==> config.mk <==
export PLATFORM = sky130hd
export DESIGN_NAME = cc_fault_det
export DESIGN_NICKNAME = d
export VERILOG_FILES = /design/src/rtl/cc_fd_pkg.sv /design/src/rtl/cc_ripple_add.sv /design/src/rtl/cc_op_gen.sv /design/src/rtl/cc_score.sv /design/src/rtl/cc_fault_det.sv
export SDC_FILE = /design/constraint.sdc
export NUM_CORES = 1
export LEC_CHECK = 0
export ABC_AREA = 1
export BUFFER_PORTS_ARGS = -buffer_cell sky130_fd_sc_hd__buf_2
export CAP_MARGIN = 20
export CORE_MARGIN = 4
export CORE_UTILIZATION = 45
export CTS_CLUSTER_SIZE = 8
export DETAILED_ROUTE_END_ITERATION = 8
export PLACE_DENSITY_LB_ADDON = 0.12
export SKIP_CTS_REPAIR_TIMING = 1
export SLEW_MARGIN = 20
export SYNTH_ARGS = -nofsm -noshare
export SYNTH_HDL_FRONTEND = slang
export SYNTH_SLANG_ARGS = --single-unit
==> constraint.sdc <==
create_clock -name clk_i -period 19.4 [get_ports clk_i]
set_input_delay 1.94 -clock clk_i [delete_from_list [all_inputs] [get_ports clk_i]]
set_output_delay 1.94 -clock clk_i [all_outputs]
set_load 0.005 [all_outputs]
==> src/rtl/cc_fd_pkg.sv <==
package cc_fd_pkg;
  typedef enum logic {
    PH_CLEAR = 1'b0,
    PH_SENS  = 1'b1
  } launch_ph_e;
endpackage

==> src/rtl/cc_ripple_add.sv <==
module cc_ripple_add #(
  parameter int unsigned WIDTH = 80
) (
  input  logic [WIDTH-1:0] a_i,
  input  logic [WIDTH-1:0] b_i,
  output logic [WIDTH-1:0] sum_o
);
  logic [WIDTH-1:0] cy;

  assign cy[0] = 1'b0;

  // one full adder per stage, carry rippled stage to stage
  for (genvar i = 0; i < WIDTH; i++) begin : g_stage
    assign sum_o[i] = a_i[i] ^ b_i[i] ^ cy[i];
    if (i < WIDTH - 1) begin : g_cy
      assign cy[i+1] = (a_i[i] & b_i[i]) | (cy[i] & (a_i[i] ^ b_i[i]));
    end
  end
endmodule

==> src/rtl/cc_op_gen.sv <==
module cc_op_gen
  import cc_fd_pkg::*;
#(
  parameter int unsigned WIDTH = 80,
  parameter int unsigned LEN_W = 7
) (
  input  logic             clk_i,
  input  logic             rst_ni,
  input  logic             start_i,
  input  logic             stop_i,
  input  logic [LEN_W-1:0] len_i,
  output logic [WIDTH-1:0] op_a_o,
  output logic [WIDTH-1:0] op_b_o,
  output logic             sens_o,
  output logic [LEN_W-1:0] len_o
);
  localparam logic [WIDTH-1:0] ONE     = WIDTH'(1);
  localparam logic [LEN_W-1:0] LEN_MAX = LEN_W'(WIDTH - 1);

  logic             run_q;
  launch_ph_e       ph_q;
  logic [LEN_W-1:0] len_q;
  logic [LEN_W-1:0] len_sel;
  logic [WIDTH-1:0] mask;

  assign len_sel = (len_i > LEN_MAX) ? LEN_MAX : len_i;
  assign mask    = (ONE << len_q) - ONE;

  always_ff @(posedge clk_i or negedge rst_ni) begin
    if (!rst_ni) begin
      run_q  <= 1'b0;
      ph_q   <= PH_CLEAR;
      len_q  <= '0;
      sens_o <= 1'b0;
      op_a_o <= '0;
      op_b_o <= '0;
    end else if (start_i) begin
      run_q  <= 1'b1;
      ph_q   <= PH_CLEAR;
      len_q  <= len_sel;
      sens_o <= 1'b0;
      op_a_o <= '0;
      op_b_o <= '0;
    end else if (run_q && !stop_i) begin
      case (ph_q)
        PH_CLEAR: begin
          op_a_o <= '0;
          op_b_o <= '0;
          sens_o <= 1'b0;
          ph_q   <= PH_SENS;
        end
        default: begin
          op_a_o <= mask;
          op_b_o <= ONE;
          sens_o <= 1'b1;
          ph_q   <= PH_CLEAR;
        end
      endcase
    end else begin
      run_q  <= 1'b0;
      sens_o <= 1'b0;
      op_a_o <= '0;
      op_b_o <= '0;
    end
  end

  assign len_o = len_q;
endmodule

==> src/rtl/cc_score.sv <==
module cc_score #(
  parameter int unsigned WIDTH   = 80,
  parameter int unsigned LEN_W   = 7,
  parameter int unsigned CNT_W   = 32,
  parameter int unsigned TRIAL_W = 32
) (
  input  logic               clk_i,
  input  logic               rst_ni,
  input  logic               start_i,
  input  logic               cap_i,
  input  logic [WIDTH-1:0]   sum_i,
  input  logic [LEN_W-1:0]   len_i,
  output logic [CNT_W-1:0]   fault_cnt_o,
  output logic [TRIAL_W-1:0] trial_cnt_o,
  output logic               last_err_o
);
  localparam logic [WIDTH-1:0] ONE     = WIDTH'(1);
  localparam logic [CNT_W-1:0] CNT_MAX = '1;

  logic [WIDTH-1:0] expect_sum;
  logic             miss;

  assign expect_sum = ONE << len_i;
  assign miss       = (sum_i != expect_sum);

  always_ff @(posedge clk_i or negedge rst_ni) begin
    if (!rst_ni) begin
      fault_cnt_o <= '0;
      trial_cnt_o <= '0;
      last_err_o  <= 1'b0;
    end else if (start_i) begin
      fault_cnt_o <= '0;
      trial_cnt_o <= '0;
      last_err_o  <= 1'b0;
    end else if (cap_i) begin
      trial_cnt_o <= trial_cnt_o + TRIAL_W'(1);
      last_err_o  <= miss;
      if (miss && fault_cnt_o != CNT_MAX) fault_cnt_o <= fault_cnt_o + CNT_W'(1);
    end
  end
endmodule

==> src/rtl/cc_fault_det.sv <==
module cc_fault_det #(
  parameter int unsigned WIDTH   = 80,
  parameter int unsigned LEN_W   = $clog2(WIDTH),
  parameter int unsigned CNT_W   = 32,
  parameter int unsigned TRIAL_W = 32
) (
  input  logic               clk_i,
  input  logic               rst_ni,
  input  logic               start_i,
  input  logic               stop_i,
  input  logic [LEN_W-1:0]   len_i,
  input  logic               inject_i,
  output logic [CNT_W-1:0]   fault_cnt_o,
  output logic [TRIAL_W-1:0] trial_cnt_o,
  output logic               last_err_o
);
  logic [WIDTH-1:0] op_a, op_b, add_sum, sum_d, sum_q;
  logic [LEN_W-1:0] len_q;
  logic             sens_q, cap_q;

  cc_op_gen #(.WIDTH(WIDTH), .LEN_W(LEN_W)) u_op_gen (
    .clk_i  (clk_i),
    .rst_ni (rst_ni),
    .start_i(start_i),
    .stop_i (stop_i),
    .len_i  (len_i),
    .op_a_o (op_a),
    .op_b_o (op_b),
    .sens_o (sens_q),
    .len_o  (len_q)
  );

  cc_ripple_add #(.WIDTH(WIDTH)) u_add (
    .a_i  (op_a),
    .b_i  (op_b),
    .sum_o(add_sum)
  );

  // late-carry emulation: bit N keeps its previous (cleared) value
  always_comb begin
    sum_d = add_sum;
    if (inject_i && sens_q) sum_d[len_q] = sum_q[len_q];
  end

  always_ff @(posedge clk_i or negedge rst_ni) begin
    if (!rst_ni) begin
      sum_q <= '0;
      cap_q <= 1'b0;
    end else begin
      sum_q <= sum_d;
      cap_q <= start_i ? 1'b0 : sens_q;
    end
  end

  cc_score #(.WIDTH(WIDTH), .LEN_W(LEN_W), .CNT_W(CNT_W), .TRIAL_W(TRIAL_W)) u_score (
    .clk_i      (clk_i),
    .rst_ni     (rst_ni),
    .start_i    (start_i),
    .cap_i      (cap_q),
    .sum_i      (sum_q),
    .len_i      (len_q),
    .fault_cnt_o(fault_cnt_o),
    .trial_cnt_o(trial_cnt_o),
    .last_err_o (last_err_o)
  );
endmodule

# == Word-level counts from Yosys, hierarchy flattened ==
# Index checks and enable logic that the tools add are counted.
# totals
ff_bits,316
out_inout_bits,65
# classes
mux,29
shift,1
eq_ne,3
magnitude_cmp,3
add_sub_neg,3
n_reduce_logical,9
bitwise,394
# ops
cell,count
two-way mux 80 bit,5
two-way mux 32 bit,5
XOR 1 bit,159
AND 1 bit,157
bitwise mux 80 bit,1
inequality test 80 bit,1
"<< shifter 1 x 7 -> 80 bit, first input constant",1
"subtractor 80 x 1 -> 80 bit, second input constant",1
OR 1 bit,78
"adder 32 x 1 -> 32 bit, second input constant",2
"inequality test 32 bit, second input constant",1
two-way mux 1 bit,15
"less-than comparator 7 x 8 -> 1 bit, second input constant",1
binary-select mux 1 bit (select 7 bit),1
demux 1 bit (select 7 bit),1
"greater-or-equal comparator 7 x 1 -> 1 bit, second input constant",1
"greater-than comparator 7 bit, second input constant",1
two-way mux 7 bit,1
nonzero test 2 bit,3
logical AND 1 bit,4
"inequality test 2 bit, second input constant",1
AND reduction 2 bit,1
zero test 1 bit,1

# == Longest topological paths before layout ==
# depth
depth_word,160
mapped_depth,83
ltp_nobuf,83

# == By module ==
# A second synthesis with hierarchy kept.
# unflattened
hier_cells,2952
area_unflattened_um2,19815.3
# modules_own_cells
module,area_each_um2,cells_each,seq_area_each_um2,instances
cc_score,6651.4,1104,1626.6,1
cc_op_gen,6263.5,940,2252.2,1
cc_fault_det,5267.6,814,2026.9,1
cc_ripple_add,1632.8,94,0.0,1

# == Least setup slack after synthesis ==
# Ideal clock, no wire load.
# synth_timing
path_kind,register to register
start,register u_op_gen.op_b_o[0]
end,register sum_q[78]
setup_ps,117
t_arrival_ps,14247
stages_incl_launch_ff,84
path_slack_ps,5036
synth_period_minus_slack_ps,14364
cell_sequence,dfrtp_1 ha_1 ha_1 ha_1 ha_1 ha_1 ha_1 ha_1 ha_1 ha_1 ha_1 ha_1 ha_1 ha_1 ha_1 ha_1 ha_1 ha_1 [48 not listed] ha_1 ha_1 ha_1 ha_1 ha_1 ha_1 ha_1 ha_1 ha_1 ha_1 ha_1 ha_1 ha_1 ha_1 nand2_1 o21ai_0 nand2_1 nand2_1
# synth_between
elab_chain_cells,158
# synth_lines
item,line,rtl
from (decl),cc_op_gen.sv:13,"output logic [WIDTH-1:0] op_b_o,"
from (signal assigned),cc_op_gen.sv:36,op_b_o <= '0;
from (signal assigned),cc_op_gen.sv:43,op_b_o <= '0;
from (signal assigned),cc_op_gen.sv:48,op_b_o <= '0;
AND 1 bit (*) (2 in series),cc_ripple_add.sv:16,assign cy[i+1] = (a_i[i] & b_i[i]) | (cy[i] & (a_i[i] ^ b_i[i]));
OR 1 bit (*),cc_ripple_add.sv:16,
AND 1 bit (*),cc_ripple_add.sv:16,
OR 1 bit (*),cc_ripple_add.sv:16,
AND 1 bit (*),cc_ripple_add.sv:16,
OR 1 bit (*),cc_ripple_add.sv:16,
AND 1 bit (*),cc_ripple_add.sv:16,
OR 1 bit (*),cc_ripple_add.sv:16,
[142 not listed],--,
AND 1 bit (*),cc_ripple_add.sv:16,
OR 1 bit (*),cc_ripple_add.sv:16,
AND 1 bit (*),cc_ripple_add.sv:16,
OR 1 bit (*),cc_ripple_add.sv:16,
XOR 1 bit (*),cc_ripple_add.sv:14,assign sum_o[i] = a_i[i] ^ b_i[i] ^ cy[i];
bitwise mux 80 bit,cc_fault_det.sv:42,if (inject_i && sens_q) sum_d[len_q] = sum_q[len_q];
two-way mux 80 bit (*),cc_fault_det.sv:42,
via sum_d[78],cc_fault_det.sv:17,"logic [WIDTH-1:0] op_a, op_b, add_sum, sum_d, sum_q;"
to (signal assigned),cc_fault_det.sv:50,sum_q <= sum_d;
to (decl),cc_fault_det.sv:17,
# The timed path passes the listed nets; every way through them passes the cells marked *.
# A chain may end at the register's enable or synchronous reset.

# == Final worst setup path ==
# Ends and elaborated chain as after synthesis.

==> impl_metrics.env <==
export IMPL_setup_tns_ns=0
export IMPL_synth_area_top_cells="dfrtp_1 38%, nand2_1 16%, ha_1 6.6%"
export IMPL_hold_violations=0
export IMPL_core_um2=33800
export IMPL_status="finished clean"
export IMPL_async_flop_share_pct=100
export IMPL_critPathMaxStageDelay_ns=0.40
export IMPL_viasPerCell=5.54
export IMPL_grt_pass1_wl_um=80200
export IMPL_initial_core_util_pct=46.0
export IMPL_worst_skew_pair_late_latency_ns=0.53
export IMPL_worst_endpoint_arrival_ns=15.73
export IMPL_stdcell_count=2736
export IMPL_slew_violations=0
export IMPL_tightest_slew_ns=1.16
export IMPL_dp_cells=2695
export IMPL_drt_pass1_iterations=5
export IMPL_crit_top_cell="ha_1"
export IMPL_switching_share_pct=29.0
export IMPL_crit_fanout=3
export IMPL_root_buffer="clkbuf_16"
export IMPL_place_congestion=0.920
export IMPL_tritoncts="yes"
export IMPL_mostFrequentLayoutCell="nand2_1"
export IMPL_setup_viol=0
export IMPL_synth_seq_cells=236
export IMPL_synthToLayoutAreaGrowth_pct=10.5
export IMPL_grt_pass1_vias=14600
export IMPL_netlist_area_leader_share_pct=38.0
export IMPL_cts_made_buffers=35
export IMPL_synth_nets=2328
export IMPL_cts_path_max_buffers=3
export IMPL_synth_fa_ha_area_share_pct=6.60
export IMPL_drt_iter0_markers=1328
export IMPL_final_cell_mix="651 x nand2_1, 258 x nor2_1, 256 x inv_1"
export IMPL_synthCells=2234
export IMPL_fp_row_count=67
export IMPL_avgSynthCellArea_um2=6.96
export IMPL_io_buffers=76
export IMPL_clk_pin_slew_ns=0.05
export IMPL_ys_flop_type="dfrtp_1"
export IMPL_period_needed_ns=15.33
export IMPL_rsz0062_at_grt="no"
export IMPL_holdCritPathClass="reg -> reg"
export IMPL_dp_hpwl_um=34800
export IMPL_yosysWarnings=0
export IMPL_grt_start_max_net_pins=92
export IMPL_muxShareOfSynthArea_pct=0
export IMPL_synth_top_family_by_area="simple AND/OR/NAND/NOR gates"
export IMPL_skew_ns=0.0281
export IMPL_crit_path_start_kind="flip-flop"
export IMPL_p_int_w=0.000870
export IMPL_ys_types=44
export IMPL_numClockSinks=236
export IMPL_clkPwrFrac_pct=45.4
export IMPL_layout_drive_gt1_share_pct=8.09
export IMPL_cp_data_required_time_ns=19.81
export IMPL_dieHeight_um=194
export IMPL_pin_count=77
export IMPL_period_share_pct=79.0
export IMPL_yosys_area_share_simple_pct=35.1
export IMPL_relSlewSlack_pct=22.5
export IMPL_cts_max_level=2
export IMPL_timing_hold_ws_ns=0.507
export IMPL_p_comb_share_pct=12.7
export IMPL_drtAntennaViolNets=0
export IMPL_fin_nets=2378
export IMPL_timing_worst_setup_path_type="reg -> reg"
export IMPL_cp_slowest_cell="dfrtp_1"
export IMPL_p_leak_nw=9.41
export IMPL_diodes=0
export IMPL_overflow=0
export IMPL_vias=15200
export IMPL_synthXorXnorAreaFrac_pct=2.37
export IMPL_power_density_nw_per_um2=71.3
export IMPL_power_frac_seq_pct=41.9
export IMPL_critPathCaptureType="flip-flop"
export IMPL_fmax_mhz=65.3
export IMPL_netlist_area_um2=15600
export IMPL_ir_drop_mv=0.0613
export IMPL_rrSetupSlack_ns=4.07
export IMPL_wl_per_cell_um=18.4
export IMPL_synth_area_leader_cell="dfrtp_1"
export IMPL_antenna_found_initial=0
export IMPL_synth_compound_area_share_pct=8.96
export IMPL_grt_usage_pct=26.3
export IMPL_netSwitchingPower_w=0.000355
export IMPL_synth_edf_count=0
export IMPL_utilization_pct=50.9
export IMPL_wl_um=50500
export IMPL_cap_violations=0
export IMPL_drc=0
export IMPL_die_width_um=194
export IMPL_ys_seq_area_share_pct=38.0
export IMPL_die_area_um2=37600
[state kept, by name, summed over array words and instances (netlist names), 7 cells and up]
name / flops
u_score.fault_cnt_o: 32
u_op_gen.len_o: 7
u_score.trial_cnt_o: 32
u_op_gen.op_a_o: 80
sum_q: 80
[layout make-up]
type / instances / area, um2
timing repair buffer: 89 / 488
clock buffer: 39 / 922
tap: 448 / 561
inverter: 275 / 1030
clock inverter: 2 / 25.0
fill: 3378 / 16600
multi-input combinational: 1647 / 8260
sequential: 236 / 5910
[synth_stat cells, types with 2 or more instances]
cell,number
o22ai_1,34
a21oi_1,73
o211ai_1,2
buf_1,10
inv_2,15
a22oi_1,4
and3_1,3
xor2_1,25
xnor2_1,17
nor2_2,16
o21ai_0,101
nor3_1,82
nand2_2,12
a21o_1,8
buf_6,3
nor2_1,259
clkbuf_1,35
nor3b_1,2
clkinv_1,4
nor4_1,30
nand3_1,139
a211oi_1,8
nand2_1,652
dfrtp_1,236
a31oi_1,10
buf_4,8
nand3b_1,2
nor2_4,8
o21ai_1,2
nand4_1,63
o21a_1,3
ha_1,82
buf_2,20
inv_1,256
[worst max-delay path, delay by kind of cell (launching register included)]
family                     cells  cell delay (ns)
DFF                            1             0.40
AOI/OAI and AO/OA              1             0.08
and+or+nand+nor                3             0.19
adders and majority gates     79            14.60
[through the flow]
step	setup WS [ns]	power, W	cell area [um2]
floorplan	5.04	0.000613	15600
global placement	4.16	0.000672	16200
detailed placement	4.14	0.000673	16200
CTS	4.01	0.00124	17200
global route	3.34	0.00127	17200
finish	4.07	0.00123	17200
[worst paths after layout]
path / start / endpoint / depth (start not counted)
worst max-delay path: u_op_gen.op_b_o[0] / sum_q[78] / 83
worst min-delay path: u_score.trial_cnt_o[30] / u_score.trial_cnt_o[30] / 1
worst max register to register: u_op_gen.op_b_o[0] / sum_q[78] / 83
worst min register to register: u_score.trial_cnt_o[30] / u_score.trial_cnt_o[30] / 1
max in group asynchronous: rst_ni / u_score.trial_cnt_o[6] / 2
min in group asynchronous: rst_ni / sum_q[11] / 1
[power groups by stage]
stage / sequential (W) / clock [W] / combinational [W]
global placement: 0.000521 / 0 / 0.000151
CTS: 0.000513 / 0.000570 / 0.000153
floorplan: 0.000517 / 0 / 0.0000961
finish: 0.000514 / 0.000556 / 0.000155
global route: 0.000514 / 0.000590 / 0.000169
detailed placement: 0.000521 / 0 / 0.000152
[layer usage]
layer,up-vias,global-route usage (%),wire (um)
met5,-,0,0
met1,7004,36.7,22300
li1,7363,-,-
met2,665,41.0,22300
met3,122,5.11,4120
met4,0,9.27,1790
[cell families (layout without fill, tap and decap cells)]
kind of cell	count (synthesis)	count (layout)
AND/OR/NAND/NOR	1272	1272
buffers and inverters	351	405
AO/OA/AOI/OAI	251	251
flip-flops	236	236
adder cells (fa/ha/maj)	82	82
XOR/XNOR	42	42
(Power assumes the default switching activity.)
